File: config.mk
export PLATFORM = sky130hd
export DESIGN_NAME = gpio_pinmux
export DESIGN_NICKNAME = d
export VERILOG_FILES = /design/src/rtl/pinmux_pkg.sv /design/src/rtl/pinmux_cfg_regs.sv /design/src/rtl/pinmux_pad_out.sv /design/src/rtl/pinmux_in_route.sv /design/src/rtl/pinmux_debounce.sv /design/src/rtl/gpio_pinmux.sv
export SDC_FILE = /design/constraint.sdc
export NUM_CORES = 1
export LEC_CHECK = 0
export BUFFER_PORTS_ARGS = -buffer_cell sky130_fd_sc_hd__buf_2
export CAP_MARGIN = 10
export CORE_MARGIN = 2
export CORE_UTILIZATION = 39
export CTS_BUF_LIST = sky130_fd_sc_hd__clkbuf_8
export DETAILED_ROUTE_END_ITERATION = 10
export PLACE_DENSITY = 0.68
export SETUP_SLACK_MARGIN = 0.4
export SYNTH_ARGS = -nofsm -noshare
export SYNTH_HDL_FRONTEND = slang
export SYNTH_SLANG_ARGS = --single-unit
File: constraint.sdc
create_clock -name clk -period 12.3 [get_ports clk]
set_input_delay 3.69 -clock clk [delete_from_list [all_inputs] [get_ports clk]]
set_output_delay 3.69 -clock clk [all_outputs]
set_load 0.01 [all_outputs]
File: src/rtl/pinmux_pkg.sv
package pinmux_pkg;

  typedef struct packed {
    logic       od;
    logic       pd;
    logic       pu;
    logic       dout;
    logic       oe;
    logic [1:0] sel;
  } pad_cfg_t;

  localparam int PAD_CFG_W = $bits(pad_cfg_t);

endpackage

File: src/rtl/pinmux_cfg_regs.sv
module pinmux_cfg_regs
  import pinmux_pkg::*;
#(
  parameter int NPADS  = 8,
  parameter int NFUNC  = 8,
  parameter int ADDR_W = 5,
  parameter int DATA_W = 12,
  parameter int PAD_W  = 3
) (
  input  logic                          clk,
  input  logic                          rst_n,
  input  logic                          we,
  input  logic [ADDR_W-1:0]             addr,
  input  logic [DATA_W-1:0]             wdata,
  output pad_cfg_t [NPADS-1:0]          pad_q,
  output logic [NFUNC-1:0][PAD_W-1:0]   route_idx,
  output logic [NFUNC-1:0]              route_en,
  output logic [NFUNC-1:0]              route_idle,
  output logic [7:0]                    db_div,
  output logic [3:0]                    db_hold
);

  localparam int DB_ADDR = NPADS + NFUNC;

  pad_cfg_t [NPADS-1:0]        pad_d;
  logic [NFUNC-1:0][PAD_W-1:0] idx_d;
  logic [NFUNC-1:0]            en_d, idle_d;
  logic [7:0]                  div_d;
  logic [3:0]                  hold_d;

  always_comb begin
    pad_d  = pad_q;
    idx_d  = route_idx;
    en_d   = route_en;
    idle_d = route_idle;
    div_d  = db_div;
    hold_d = db_hold;
    if (we) begin
      for (int p = 0; p < NPADS; p++)
        if (int'(addr) == p) pad_d[p] = pad_cfg_t'(wdata[PAD_CFG_W-1:0]);
      for (int f = 0; f < NFUNC; f++)
        if (int'(addr) == NPADS + f) begin
          idx_d[f]  = wdata[PAD_W-1:0];
          en_d[f]   = wdata[3];
          idle_d[f] = wdata[4];
        end
      if (int'(addr) == DB_ADDR) begin
        div_d  = wdata[7:0];
        hold_d = wdata[11:8];
      end
    end
  end

  always_ff @(posedge clk or negedge rst_n) begin
    if (!rst_n) begin
      pad_q      <= '0;
      route_idx  <= '0;
      route_en   <= '0;
      route_idle <= '0;
      db_div     <= '0;
      db_hold    <= '0;
    end else begin
      pad_q      <= pad_d;
      route_idx  <= idx_d;
      route_en   <= en_d;
      route_idle <= idle_d;
      db_div     <= div_d;
      db_hold    <= hold_d;
    end
  end

endmodule

File: src/rtl/pinmux_pad_out.sv
module pinmux_pad_out
  import pinmux_pkg::*;
#(
  parameter int NPADS = 8,
  parameter int NFUNC = 8
) (
  input  pad_cfg_t [NPADS-1:0] cfg,
  input  logic [NFUNC-1:0]     fn_out,
  input  logic [NFUNC-1:0]     fn_oe,
  input  logic [NFUNC-1:0]     fn_own,
  input  logic [NFUNC-1:0]     fn_pu,
  output logic [NPADS-1:0]     pad_out,
  output logic [NPADS-1:0]     pad_oe,
  output logic [NPADS-1:0]     pad_pu,
  output logic [NPADS-1:0]     pad_pd
);

  localparam int FW = (NFUNC > 1) ? $clog2(NFUNC) : 1;

  for (genvar p = 0; p < NPADS; p++) begin : g_pad
    localparam int FA = p % NFUNC;
    localparam int FB = (p + 1) % NFUNC;
    localparam int FC = (p + 2) % NFUNC;

    logic [FW-1:0] fi;
    logic          data_m, oe_m, pu_m;

    always_comb begin
      fi     = FW'(FA);
      data_m = cfg[p].dout;
      oe_m   = cfg[p].oe;
      pu_m   = cfg[p].pu;
      case (cfg[p].sel)
        2'd2:    fi = FW'(FB);
        2'd3:    fi = FW'(FC);
        default: fi = FW'(FA);
      endcase
      if (cfg[p].sel != 2'd0) begin
        data_m = fn_out[fi];
        if (fn_own[fi]) begin
          oe_m = fn_oe[fi];
          pu_m = fn_pu[fi];
        end
      end
      if (cfg[p].od) begin
        pad_out[p] = 1'b0;
        pad_oe[p]  = oe_m & ~data_m;
      end else begin
        pad_out[p] = data_m;
        pad_oe[p]  = oe_m;
      end
      pad_pu[p] = pu_m;
      pad_pd[p] = cfg[p].pd & ~pu_m;
    end
  end

endmodule

File: src/rtl/pinmux_in_route.sv
module pinmux_in_route #(
  parameter int NPADS = 8,
  parameter int NFUNC = 8,
  parameter int PAD_W = 3
) (
  input  logic [NPADS-1:0]            pad_in,
  input  logic [NFUNC-1:0][PAD_W-1:0] route_idx,
  input  logic [NFUNC-1:0]            route_en,
  input  logic [NFUNC-1:0]            route_idle,
  output logic [NFUNC-1:0]            fn_in
);

  for (genvar f = 0; f < NFUNC; f++) begin : g_fn
    logic picked;
    always_comb begin
      picked = 1'b0;
      for (int p = 0; p < NPADS; p++)
        if (int'(route_idx[f]) == p) picked = pad_in[p];
      fn_in[f] = route_en[f] ? picked : route_idle[f];
    end
  end

endmodule

File: src/rtl/pinmux_debounce.sv
module pinmux_debounce #(
  parameter int NEINT = 2
) (
  input  logic             clk,
  input  logic             rst_n,
  input  logic [NEINT-1:0] raw,
  input  logic [7:0]       div,
  input  logic [3:0]       hold,
  output logic [NEINT-1:0] deb
);

  logic [7:0]       pcnt_q, pcnt_d;
  logic             tick;
  logic [NEINT-1:0] s1_q, s2_q;
  logic [3:0]       hold_m1;

  assign tick    = (pcnt_q == div);
  assign pcnt_d  = tick ? 8'd0 : pcnt_q + 8'd1;
  assign hold_m1 = (hold == 4'd0) ? 4'd0 : hold - 4'd1;

  always_ff @(posedge clk or negedge rst_n) begin
    if (!rst_n) begin
      pcnt_q <= '0;
      s1_q   <= '0;
      s2_q   <= '0;
    end else begin
      pcnt_q <= pcnt_d;
      s1_q   <= raw;
      s2_q   <= s1_q;
    end
  end

  for (genvar i = 0; i < NEINT; i++) begin : g_ch
    logic [3:0] cnt_q, cnt_d;
    logic       out_d;

    always_comb begin
      cnt_d = cnt_q;
      out_d = deb[i];
      if (tick) begin
        if (s2_q[i] == deb[i]) begin
          cnt_d = '0;
        end else if (cnt_q >= hold_m1) begin
          out_d = s2_q[i];
          cnt_d = '0;
        end else begin
          cnt_d = cnt_q + 4'd1;
        end
      end
    end

    always_ff @(posedge clk or negedge rst_n) begin
      if (!rst_n) begin
        cnt_q  <= '0;
        deb[i] <= 1'b0;
      end else begin
        cnt_q  <= cnt_d;
        deb[i] <= out_d;
      end
    end

    // output moves only on a tick and only to the synchronized level
    a_r9_deb_on_tick: assert property (@(posedge clk) disable iff (!rst_n)
      !$stable(deb[i]) |-> ($past(tick) && ($past(s2_q[i]) == deb[i])));
  end

endmodule

File: src/rtl/gpio_pinmux.sv
module gpio_pinmux
  import pinmux_pkg::*;
#(
  parameter int NPADS  = 8,
  parameter int NFUNC  = 8,
  parameter int NEINT  = 2,
  parameter int ADDR_W = 5,
  parameter int DATA_W = 12
) (
  input  logic              clk,
  input  logic              rst_n,
  input  logic              cfg_we,
  input  logic [ADDR_W-1:0] cfg_addr,
  input  logic [DATA_W-1:0] cfg_wdata,
  input  logic [NFUNC-1:0]  fn_out,
  input  logic [NFUNC-1:0]  fn_oe,
  input  logic [NFUNC-1:0]  fn_own,
  input  logic [NFUNC-1:0]  fn_pu,
  output logic [NFUNC-1:0]  fn_in,
  input  logic [NPADS-1:0]  pad_in,
  output logic [NPADS-1:0]  pad_out,
  output logic [NPADS-1:0]  pad_oe,
  output logic [NPADS-1:0]  pad_pu,
  output logic [NPADS-1:0]  pad_pd,
  output logic [NEINT-1:0]  eint_o
);

  localparam int PAD_W = (NPADS > 1) ? $clog2(NPADS) : 1;

  logic                        rst_s1_q, rst_s_n;
  pad_cfg_t [NPADS-1:0]        pad_cfg;
  logic [NFUNC-1:0][PAD_W-1:0] route_idx;
  logic [NFUNC-1:0]            route_en, route_idle;
  logic [7:0]                  db_div;
  logic [3:0]                  db_hold;

  always_ff @(posedge clk or negedge rst_n) begin
    if (!rst_n) begin
      rst_s1_q <= 1'b0;
      rst_s_n  <= 1'b0;
    end else begin
      rst_s1_q <= 1'b1;
      rst_s_n  <= rst_s1_q;
    end
  end

  pinmux_cfg_regs #(
    .NPADS(NPADS), .NFUNC(NFUNC), .ADDR_W(ADDR_W), .DATA_W(DATA_W), .PAD_W(PAD_W)
  ) u_regs (
    .clk(clk), .rst_n(rst_s_n), .we(cfg_we), .addr(cfg_addr), .wdata(cfg_wdata),
    .pad_q(pad_cfg), .route_idx(route_idx), .route_en(route_en),
    .route_idle(route_idle), .db_div(db_div), .db_hold(db_hold)
  );

  pinmux_pad_out #(.NPADS(NPADS), .NFUNC(NFUNC)) u_out (
    .cfg(pad_cfg), .fn_out(fn_out), .fn_oe(fn_oe), .fn_own(fn_own), .fn_pu(fn_pu),
    .pad_out(pad_out), .pad_oe(pad_oe), .pad_pu(pad_pu), .pad_pd(pad_pd)
  );

  pinmux_in_route #(.NPADS(NPADS), .NFUNC(NFUNC), .PAD_W(PAD_W)) u_in (
    .pad_in(pad_in), .route_idx(route_idx), .route_en(route_en),
    .route_idle(route_idle), .fn_in(fn_in)
  );

  pinmux_debounce #(.NEINT(NEINT)) u_deb (
    .clk(clk), .rst_n(rst_s_n), .raw(pad_in[NEINT-1:0]),
    .div(db_div), .hold(db_hold), .deb(eint_o)
  );

  for (genvar p = 0; p < NPADS; p++) begin : g_chk_pad
    // an open-drain pad never drives high
    a_r5_od_no_high: assert property (@(posedge clk) disable iff (!rst_s_n)
      (pad_cfg[p].od && pad_oe[p]) |-> !pad_out[p]);
    // both pulls never enabled together
    a_r6_pull_excl: assert property (@(posedge clk) disable iff (!rst_s_n)
      !(pad_pu[p] && pad_pd[p]));
  end

  for (genvar f = 0; f < NFUNC; f++) begin : g_chk_fn
    // an unrouted function input rests at its idle level
    a_r8_idle_level: assert property (@(posedge clk) disable iff (!rst_s_n)
      !route_en[f] |-> (fn_in[f] == route_idle[f]));
    // a routed function input follows its single chosen pad
    a_r7_single_src: assert property (@(posedge clk) disable iff (!rst_s_n)
      (route_en[f] && (int'(route_idx[f]) < NPADS)) |-> (fn_in[f] == pad_in[route_idx[f]]));
  end

endmodule

==> results of run 1 <==
-- cells by family after synthesis --
group	Yosys count	share of synthesized area
mux	190	0.328
flops	132	0.462
simple gates	111	0.0797
compound gates	64	0.0570
buf+inv	51	0.0339
xor+xnor	16	0.0196
fa+ha+maj	11	0.0192
other cells	1	0.000524
-- sequential cells by signal, summed over array words and instances, names as in the netlist --
register,count
u_regs.route_en,8
u_deb.s1_q,2
u_regs.db_div,8
u_regs.route_idx,24
u_deb.deb,2
u_deb.g_ch.cnt_q,8
u_regs.db_hold,4
u_regs.pad_q,56
rst_s_n,1
rst_s1_q,1
u_regs.route_idle,8
u_deb.pcnt_q,8
u_deb.s2_q,2
-- area by class of cell --
type | instances | area [sq um]
tap | 229 | 287
multi-input combinational | 393 | 3610
sequential | 132 | 3310
clock buffer | 17 | 234
timing repair buffer | 102 | 513
inverter | 14 | 52.6
clock inverter | 15 | 153
fill | 1623 | 9810
-- per-layer routing --
layer	wire [microns]	vias up	GRT usage
li1	-	2253	-
met4	320	0	0.0654
met2	8720	131	0.312
met3	819	24	0.0427
met5	0	-	0
met1	7690	2519	0.241
-- synth_stat cells (all sizes together) (2+ instances only) --
| cell | count | area (sq um) |
|---|---|---|
| a2111oi | 2 | 55.1 |
| a21oi | 33 | 165 |
| and3 | 5 | 31.3 |
| and4 | 2 | 17.5 |
| and4bb | 2 | 25.0 |
| buf | 23 | 138 |
| clkbuf | 14 | 52.6 |
| dfrtp | 132 | 3300 |
| ha | 11 | 138 |
| inv | 14 | 52.6 |
| mux2 | 117 | 1320 |
| mux2i | 49 | 490 |
| mux4 | 24 | 541 |
| nand2 | 20 | 75.1 |
| nand2b | 3 | 18.8 |
| nand3 | 4 | 20.0 |
| nand4 | 4 | 25.0 |
| nor2 | 47 | 179 |
| nor2b | 13 | 81.3 |
| nor4 | 2 | 27.5 |
| o2111ai | 6 | 52.6 |
| o211ai | 4 | 30.0 |
| o21a | 3 | 22.5 |
| o21ai | 15 | 75.1 |
| or2 | 2 | 12.5 |
| or4 | 2 | 15.0 |
| xnor2 | 10 | 87.6 |
| xor2 | 6 | 52.6 |
-- through the flow --
stage / hold WS, ns / setup WS (ns) / power, uW / utilization
after floorplan: 0.331 / 4.13 / 942 / -
after global placement: 0.336 / 3.83 / 1040 / 0.432
after detailed placement: 0.339 / 3.81 / 1070 / 0.432
after global routing: 0.362 / 3.72 / 1500 / 0.454
after CTS: 0.360 / 3.81 / 1430 / 0.454
final: 0.357 / 3.82 / 1410 / 0.454
-- layout by cell type, fill, tap and decap left out, types with 9 or more instances in the layout --
| cell type | instances |
|---|---|
| dfrtp_1 | 131 |
| mux2_2 | 115 |
| buf_2 | 101 |
| mux2i_1 | 49 |
| nor2_1 | 46 |
| a21oi_1 | 33 |
| mux4_2 | 24 |
| nand2_1 | 20 |
| clkbuf_8 | 17 |
| o21ai_0 | 15 |
| inv_1 | 14 |
| nor2b_1 | 13 |
| ha_1 | 11 |
| xnor2_1 | 10 |
| inv_6 | 9 |
-- worst paths after layout --
check | to | depth (start not counted) | slack (ns) | start
max in group asynchronous | rst_s_n | 1 | 9.18 | rst_n
worst min register to register | u_deb.s2_q[0] | 0 | 0.36 | u_deb.s1_q[0]
worst min-delay path | u_deb.s2_q[0] | 0 | 0.36 | u_deb.s1_q[0]
worst max register to register | u_deb.g_ch[1].cnt_q[3] | 7 | 10.00 | u_regs.db_hold[2]
worst max-delay path | pad_pd[7] | 6 | 3.82 | fn_own[0]
min in group asynchronous | u_regs.pad_q[2] | 0 | 0.40 | rst_s_n
-- where the power goes --
| part | internal [uW] | switching, uW | leakage [uW] |
|---|---|---|---|
| logic | 229 | 207 | 0.00181 |
| clock network | 152 | 205 | 0.000195 |
| registers | 523 | 94.9 | 0.00168 |
==> results.toml, run 1 <==
[detailed_routing]
dr.pass1.iters = 4
drc = 0
routedWlPerCell_microns = 19.5
drtAntennaViolNets = 0
num_vias = 4927
drtIter0Drc = 276
routed_wl_microns = 17600
viasPerCell = 5.46

[synth]
synth_edf_count = 0
synth_cell_types = 39
netlist_instances = 576
synth_fp_nets = 647
syn_area_per_cell_sq_um = 12.4
synthArstFlopShare = 1.00
ys_seq_area_frac = 0.462
synthFlopType = "dfrtp_1"
ys_ff_latch = 132
yosys_warnings = 0
netlist_area_sq_um = 7150

[global_routing]
antenna_found_initial = 0
grt_pass1_wl_microns = 28500
grt_pass1_vias = 5323
grt-ovfl-total = 0
grt_max_degree = 76
grt_usage = 0.187

[power_and_ir_drop]
power_leakage_uw = 0.00369
powerDensity_nw_per_um2 = 173
ir_worst_vdd_mv = 0.0714

[die]
floorplan.initialDensity = 0.398
die_h_microns = 139
die_x_microns = 139
core_sq_um = 18000
dieArea_sq_um = 19400
fp-row-count = 49
top_level_ports = 102

[job]
drv_cap = 0

[sta]
period_needed_ns = 8.48
fmax_ghz = 0.118
final.setup.tns_ns = 0
slew_headroom = 0.361
worstMarginPinSlew_ns = 0.958
setup_viol = 0
finalMaxSlewViolations = 0
finalCritPeriodShare = 0.690
finClkSkew_ns = 0.0196
rsz0062_at_grt = "no"
final_hold_viol_count = 0

[critical_path]
cp_slowest_cell = "mux2_2"
end_kind = "output pin"
crit_arrival_ns = 4.79
path_class = "primary input to output pin"
cp_max_fo = 3
path_buf_inv = 2
cp_top_family = "multiplexers"
slowest_delay_ns = 0.41
crit_required_ns = 8.61
critPathLaunchType = "primary input"
path_cells = "buf_2 -> mux2i_1 -> mux2i_1 -> mux2_2 -> nor2_1 -> buf_2"

[clock_network]
clock_path_buffers = 2
clkLatencyLatePin_ns = 0.46
cts_resized = 0
root_buffer = "clkbuf_8"
holdBufCountCts = 0
htree_num_levels = 4
cts_buffers = 17
cts_setup_buffers = 0
clk_pin_slew_worst_paths_ns = 0.08
tritoncts = "yes"
clock_sinks = 132

[layout]
fin_nets = 731
fin_area_sq_um = 8150
drive_gt1_frac = 0.421
finalNonFillerCells = 902
diodes = 0
synthToLayoutAreaGrowth_pct = 14.0

[worst_hold_path]
hp-class = "flop to flop"

[place]
dp_cells = 870
post-dp-hpwl_microns = 12600
place_congestion = 0.904
portBuffers = 101
place_area_sq_um = 7770

[outcome]
outcome = "complete, no violations"
(Power assumes the default switching activity.)
==> run 2: changes to the inputs <==
==> constraint.sdc (replaced) <==
create_clock -name clk -period 8.1 [get_ports clk]
set_input_delay 2.43 -clock clk [delete_from_list [all_inputs] [get_ports clk]]
set_output_delay 2.43 -clock clk [all_outputs]
set_load 0.01 [all_outputs]
==> run 2 against run 1 <==
Net effect:
- first-iteration DRC count rose by 8.7%
- non-clock buffer count unchanged
- clock-buffer cell count rose by 1
- global-route usage fell by 0.13 points
- hold slack worse by 0.0034 ns
- cell count did not move
- largest power group unchanged
==> results.toml, run 2 (synthesis results as in run 1) <==
[outcome]
outcome = "complete, no violations"

[sta]
finalCritPeriodShare = 0.738
worstMarginPinSlew_ns = 0.953
finalMaxSlewViolations = 0
fmax_ghz = 0.167
final_hold_viol_count = 0
setup_viol = 0
period_needed_ns = 5.98
finClkSkew_ns = 0.0138
rsz0062_at_grt = "no"
slew_headroom = 0.365
final.setup.tns_ns = 0

[layout]
final_common_cell = "dfrtp_1"
synthToLayoutAreaGrowth_pct = 13.7
multiInputGateArea_sq_um = 3610
filler_cell_count = 1635
drive_gt1_frac = 0.421
largest_reg_flops = 56
finalNonFillerCells = 902
regMostFlops = "u_regs.pad_q"
diodes = 0
fin_nets = 731
regArea_sq_um = 3310
layout_common_cells = "131 x dfrtp_1, 115 x mux2_2, 101 x buf_2"
top_regs = "u_regs.pad_q: 56 flops, u_regs.route_idx: 24 flops"

[clock_network]
root_buffer = "clkbuf_8"
holdBufCountCts = 0
htree_num_levels = 4
clock_sinks = 132
tritoncts = "yes"
cts_resized = 0
clkLatencyLatePin_ns = 0.45
clk_pin_slew_worst_paths_ns = 0.07
cts_buffers = 17
clock_path_buffers = 2
cts_setup_buffers = 0

[global_routing]
grt_pass1_vias = 5293
grt_pass1_wl_microns = 28400
grt_max_degree = 76
grt_usage = 0.186
grt-ovfl-total = 0
antenna_found_initial = 0

[die]
top_level_ports = 102
fp-row-count = 49
die_h_microns = 139
floorplan.initialDensity = 0.398
die_x_microns = 139
core_sq_um = 18000
dieArea_sq_um = 19400

[detailed_routing]
drtAntennaViolNets = 0
num_vias = 4877
drc = 0
routed_wl_microns = 17200
dr.pass1.iters = 4
drtIter0Drc = 300
routedWlPerCell_microns = 19.1
viasPerCell = 5.41

[critical_path]
crit_required_ns = 5.67
cp_top_family = "multiplexers"
cp_max_fo = 3
r2r_end = "u_deb.deb[0]"
worstReg2RegStart = "u_regs.db_hold[1]"
crit_arrival_ns = 3.55
path_cells = "buf_2 -> mux2i_1 -> mux2i_1 -> mux2_2 -> nor2_1 -> buf_2"
slowest_delay_ns = 0.40
path_buf_inv = 2
critPathLaunchType = "primary input"
r2r_slack_ns = 5.81
rr_worst_depth = 7
end_kind = "output pin"
path_class = "primary input to output pin"
cp_slowest_cell = "mux2_2"

[place]
dp_cells = 870
place_congestion = 0.906
portBuffers = 101
post-dp-hpwl_microns = 12300

[worst_hold_path]
hold_path_depth = 0
hp-class = "flop to flop"
holdCritStartpoint = "u_deb.s1_q[0]"
hold_end = "u_deb.s2_q[0]"

[power_and_ir_drop]
powerDensity_nw_per_um2 = 259
power_leakage_uw = 0.00367
ir_worst_vdd_mv = 0.118
finalPower_uw = 2110

[job]
drv_cap = 0
[run 2: final cells by class]
| cell class | count | area share |
|---|---|---|
| Clock buffer | 18 | 0.0305 |
| Clock inverter | 14 | 0.0146 |
| Inverter | 14 | 0.00646 |
| Multi-Input combinational cell | 393 | 0.444 |
| Sequential cell | 132 | 0.407 |
| Tap cell | 229 | 0.0352 |
| Timing Repair Buffer | 102 | 0.0631 |
[run 2: power by group]
| group | switching [uW] | internal, uW |
|---|---|---|
| clock | 284 | 228 |
| sequential | 142 | 795 |
| combinational | 313 | 347 |
[run 2: how the worst max path moves through the flow]
stage / cells past startpoint / end / slack, ns / from
finish: 6 / pad_pd[5] / 2.12 / fn_own[7]
detailed placement: 6 / pad_pd[5] / 2.13 / fn_own[7]
floorplan: 4 / pad_pd[7] / 2.45 / fn_own[1]
global placement: 6 / pad_pd[5] / 2.15 / fn_own[6]
CTS: 6 / pad_pd[5] / 2.13 / fn_own[7]
global route: 6 / pad_pd[6] / 2.04 / fn_own[0]
[run 2: routing by layer]
layer / GRT usage / part of all wire / vias up
met5: 0 / 0 / -
met4: 0.0755 / 0.024 / 0
met3: 0.0365 / 0.033 / 30
met2: 0.309 / 0.50 / 117
met1: 0.239 / 0.45 / 2474
li1: - / - / 2256
[run 2: metrics by stage]
| stage | hold slack, ns | worst slack [ns] | instance area (sq um) | util |
|---|---|---|---|---|
| after floorplan | 0.331 | 2.45 | 7150 | - |
| after global placement | 0.336 | 2.15 | 7770 | 0.432 |
| after detailed placement | 0.336 | 2.13 | 7770 | 0.432 |
| after CTS | 0.357 | 2.13 | 8130 | 0.453 |
| after global routing | 0.371 | 2.04 | 8130 | 0.453 |
| final | 0.354 | 2.12 | 8130 | 0.453 |
==> run 3: changes to the inputs <==
==> constraint.sdc (replaced) <==
create_clock -name clk -period 5.7 [get_ports clk]
set_input_delay 1.71 -clock clk [delete_from_list [all_inputs] [get_ports clk]]
set_output_delay 1.71 -clock clk [all_outputs]
set_load 0.01 [all_outputs]
==> run 3 against run 2 <==
Net effect:
- critical path depth is the same
- highest routed layer unchanged
- clock-buffer cell count down 1
- largest power group unchanged
- sequential share of layout area decreased by 0.11 points
- cell count unchanged
- die area unchanged
- flip-flop and latch count did not move
- clock skew is 0.0023 ns higher
- sequential power up 42%
- power rose by 44%
==> results.toml, run 3 (synthesis results as in run 1) <==
[outcome]
outcome = "complete, no violations"

[layout]
largest_reg_flops = 56
final_common_cell = "dfrtp_1"
drive_gt1_frac = 0.421
fin_nets = 731
synthToLayoutAreaGrowth_pct = 14.0
regMostFlops = "u_regs.pad_q"
layout_common_cells = "131 x dfrtp_1, 115 x mux2_2, 101 x buf_2"
diodes = 0
top_regs = "u_regs.pad_q: 56 flops, u_regs.route_idx: 24 flops"

[detailed_routing]
routed_wl_microns = 17500
drtIter0Drc = 279
dr.pass1.iters = 5
routedWlPerCell_microns = 19.4
drtAntennaViolNets = 0
viasPerCell = 5.44
num_vias = 4910
drc = 0

[clock_network]
clock_sinks = 132
tritoncts = "yes"
htree_num_levels = 4
cts_resized = 0
clkLatencyLatePin_ns = 0.45
root_buffer = "clkbuf_8"
clock_path_buffers = 2
cts_buffers = 17
cts_setup_buffers = 0
clk_pin_slew_worst_paths_ns = 0.09
holdBufCountCts = 0

[die]
top_level_ports = 102
core_sq_um = 18000
fp-row-count = 49
dieArea_sq_um = 19400
die_x_microns = 139
floorplan.initialDensity = 0.398
die_h_microns = 139

[place]
preCtsSetupSlack_ns = 1.17
post-dp-hpwl_microns = 12600
portBuffers = 101
place_congestion = 0.904

[sta]
finalCritPeriodShare = 0.799
final.setup.tns_ns = 0
worstMarginPinSlew_ns = 0.943
final_hold_viol_count = 0
setup_slack_ns = 1.15
finClkSkew_ns = 0.0161
fmax_ghz = 0.220
finalMaxSlewViolations = 0
rsz0062_at_grt = "no"
setup_viol = 0
period_needed_ns = 4.55
slew_headroom = 0.371

[power_and_ir_drop]
ir_worst_vdd_mv = 0.181
powerDensity_nw_per_um2 = 373
power_leakage_uw = 0.00369

[critical_path]
crit_arrival_ns = 2.84
crit_required_ns = 3.99
cp_slowest_cell = "mux2_2"
path_class = "primary input to output pin"
path_cells = "buf_2 -> mux2i_1 -> mux2i_1 -> mux2_2 -> nor2_1 -> buf_2"
end_kind = "output pin"
slowest_delay_ns = 0.41
cp_max_fo = 3
critPathLaunchType = "primary input"

[global_routing]
grt_pass1_vias = 5355
grt_pass1_wl_microns = 28400
grt-ovfl-total = 0
antenna_found_initial = 0
grt_max_degree = 76
grt_usage = 0.186

[worst_hold_path]
hp-class = "flop to flop"

[job]
drv_cap = 0
## run 3: cell count changes in the layout (fill, tap and decap cells not counted), sizes merged
cell and change:
clkbuf -1, clkinvlp -2, clkinv -4, inv +7
## run 3: worst paths after layout
| kind | start | endpoint | slack, ns | cells past startpoint |
|---|---|---|---|---|
| setup / recovery | fn_own[0] | pad_pd[6] | 1.15 | 6 |
| hold / removal | rst_s1_q | rst_s_n | 0.36 | 0 |
| setup reg to reg | u_regs.db_hold[2] | u_deb.g_ch[1].cnt_q[3] | 3.37 | 7 |
| hold reg to reg | rst_s1_q | rst_s_n | 0.36 | 0 |
| max in group asynchronous | rst_s_n | u_regs.pad_q[48] | 3.90 | 1 |
| min in group asynchronous | rst_s_n | u_regs.pad_q[2] | 0.38 | 0 |
## run 3: worst max-delay path: cells and delay by family
kind	cells	cell delay, ns
buffers and inverters	2	0.26
muxes	3	0.74
and+or+nand+nor	1	0.12
## run 3: stage by stage
stage	power, uW	instance area [sq um]	hold WS (ns)	instances	utilization
after floorplan	2030	7150	0.331	576	-
after global placement	2250	7770	0.336	870	0.432
after detailed placement	2300	7770	0.339	870	0.432
after CTS	3080	8160	0.365	902	0.454
after global routing	3250	8160	0.377	902	0.454
final	3050	8160	0.362	902	0.454
## run 3: where the power goes
group          switching [uW]  leakage [uW]  internal, uW
Clock                     442      0.000201           332
Sequential                205       0.00168          1130
Combinational             443       0.00181           494
## run 3: layer usage
metal,routed length [microns],track usage,vias up,part of all wire
met3,878,0.0468,23,0.050
met2,8900,0.318,117,0.51
li1,-,-,2263,-
met4,283,0.0670,0,0.016
met1,7480,0.229,2507,0.43
met5,0,0,-,0
## run 3: cell type report
type,count,area (sq um)
fill,1658,9810
multi-input combinational,393,3610
sequential,132,3310
timing repair buffer,102,513
tap,229,287
clock buffer,17,234
clock inverter,15,154
inverter,14,52.6
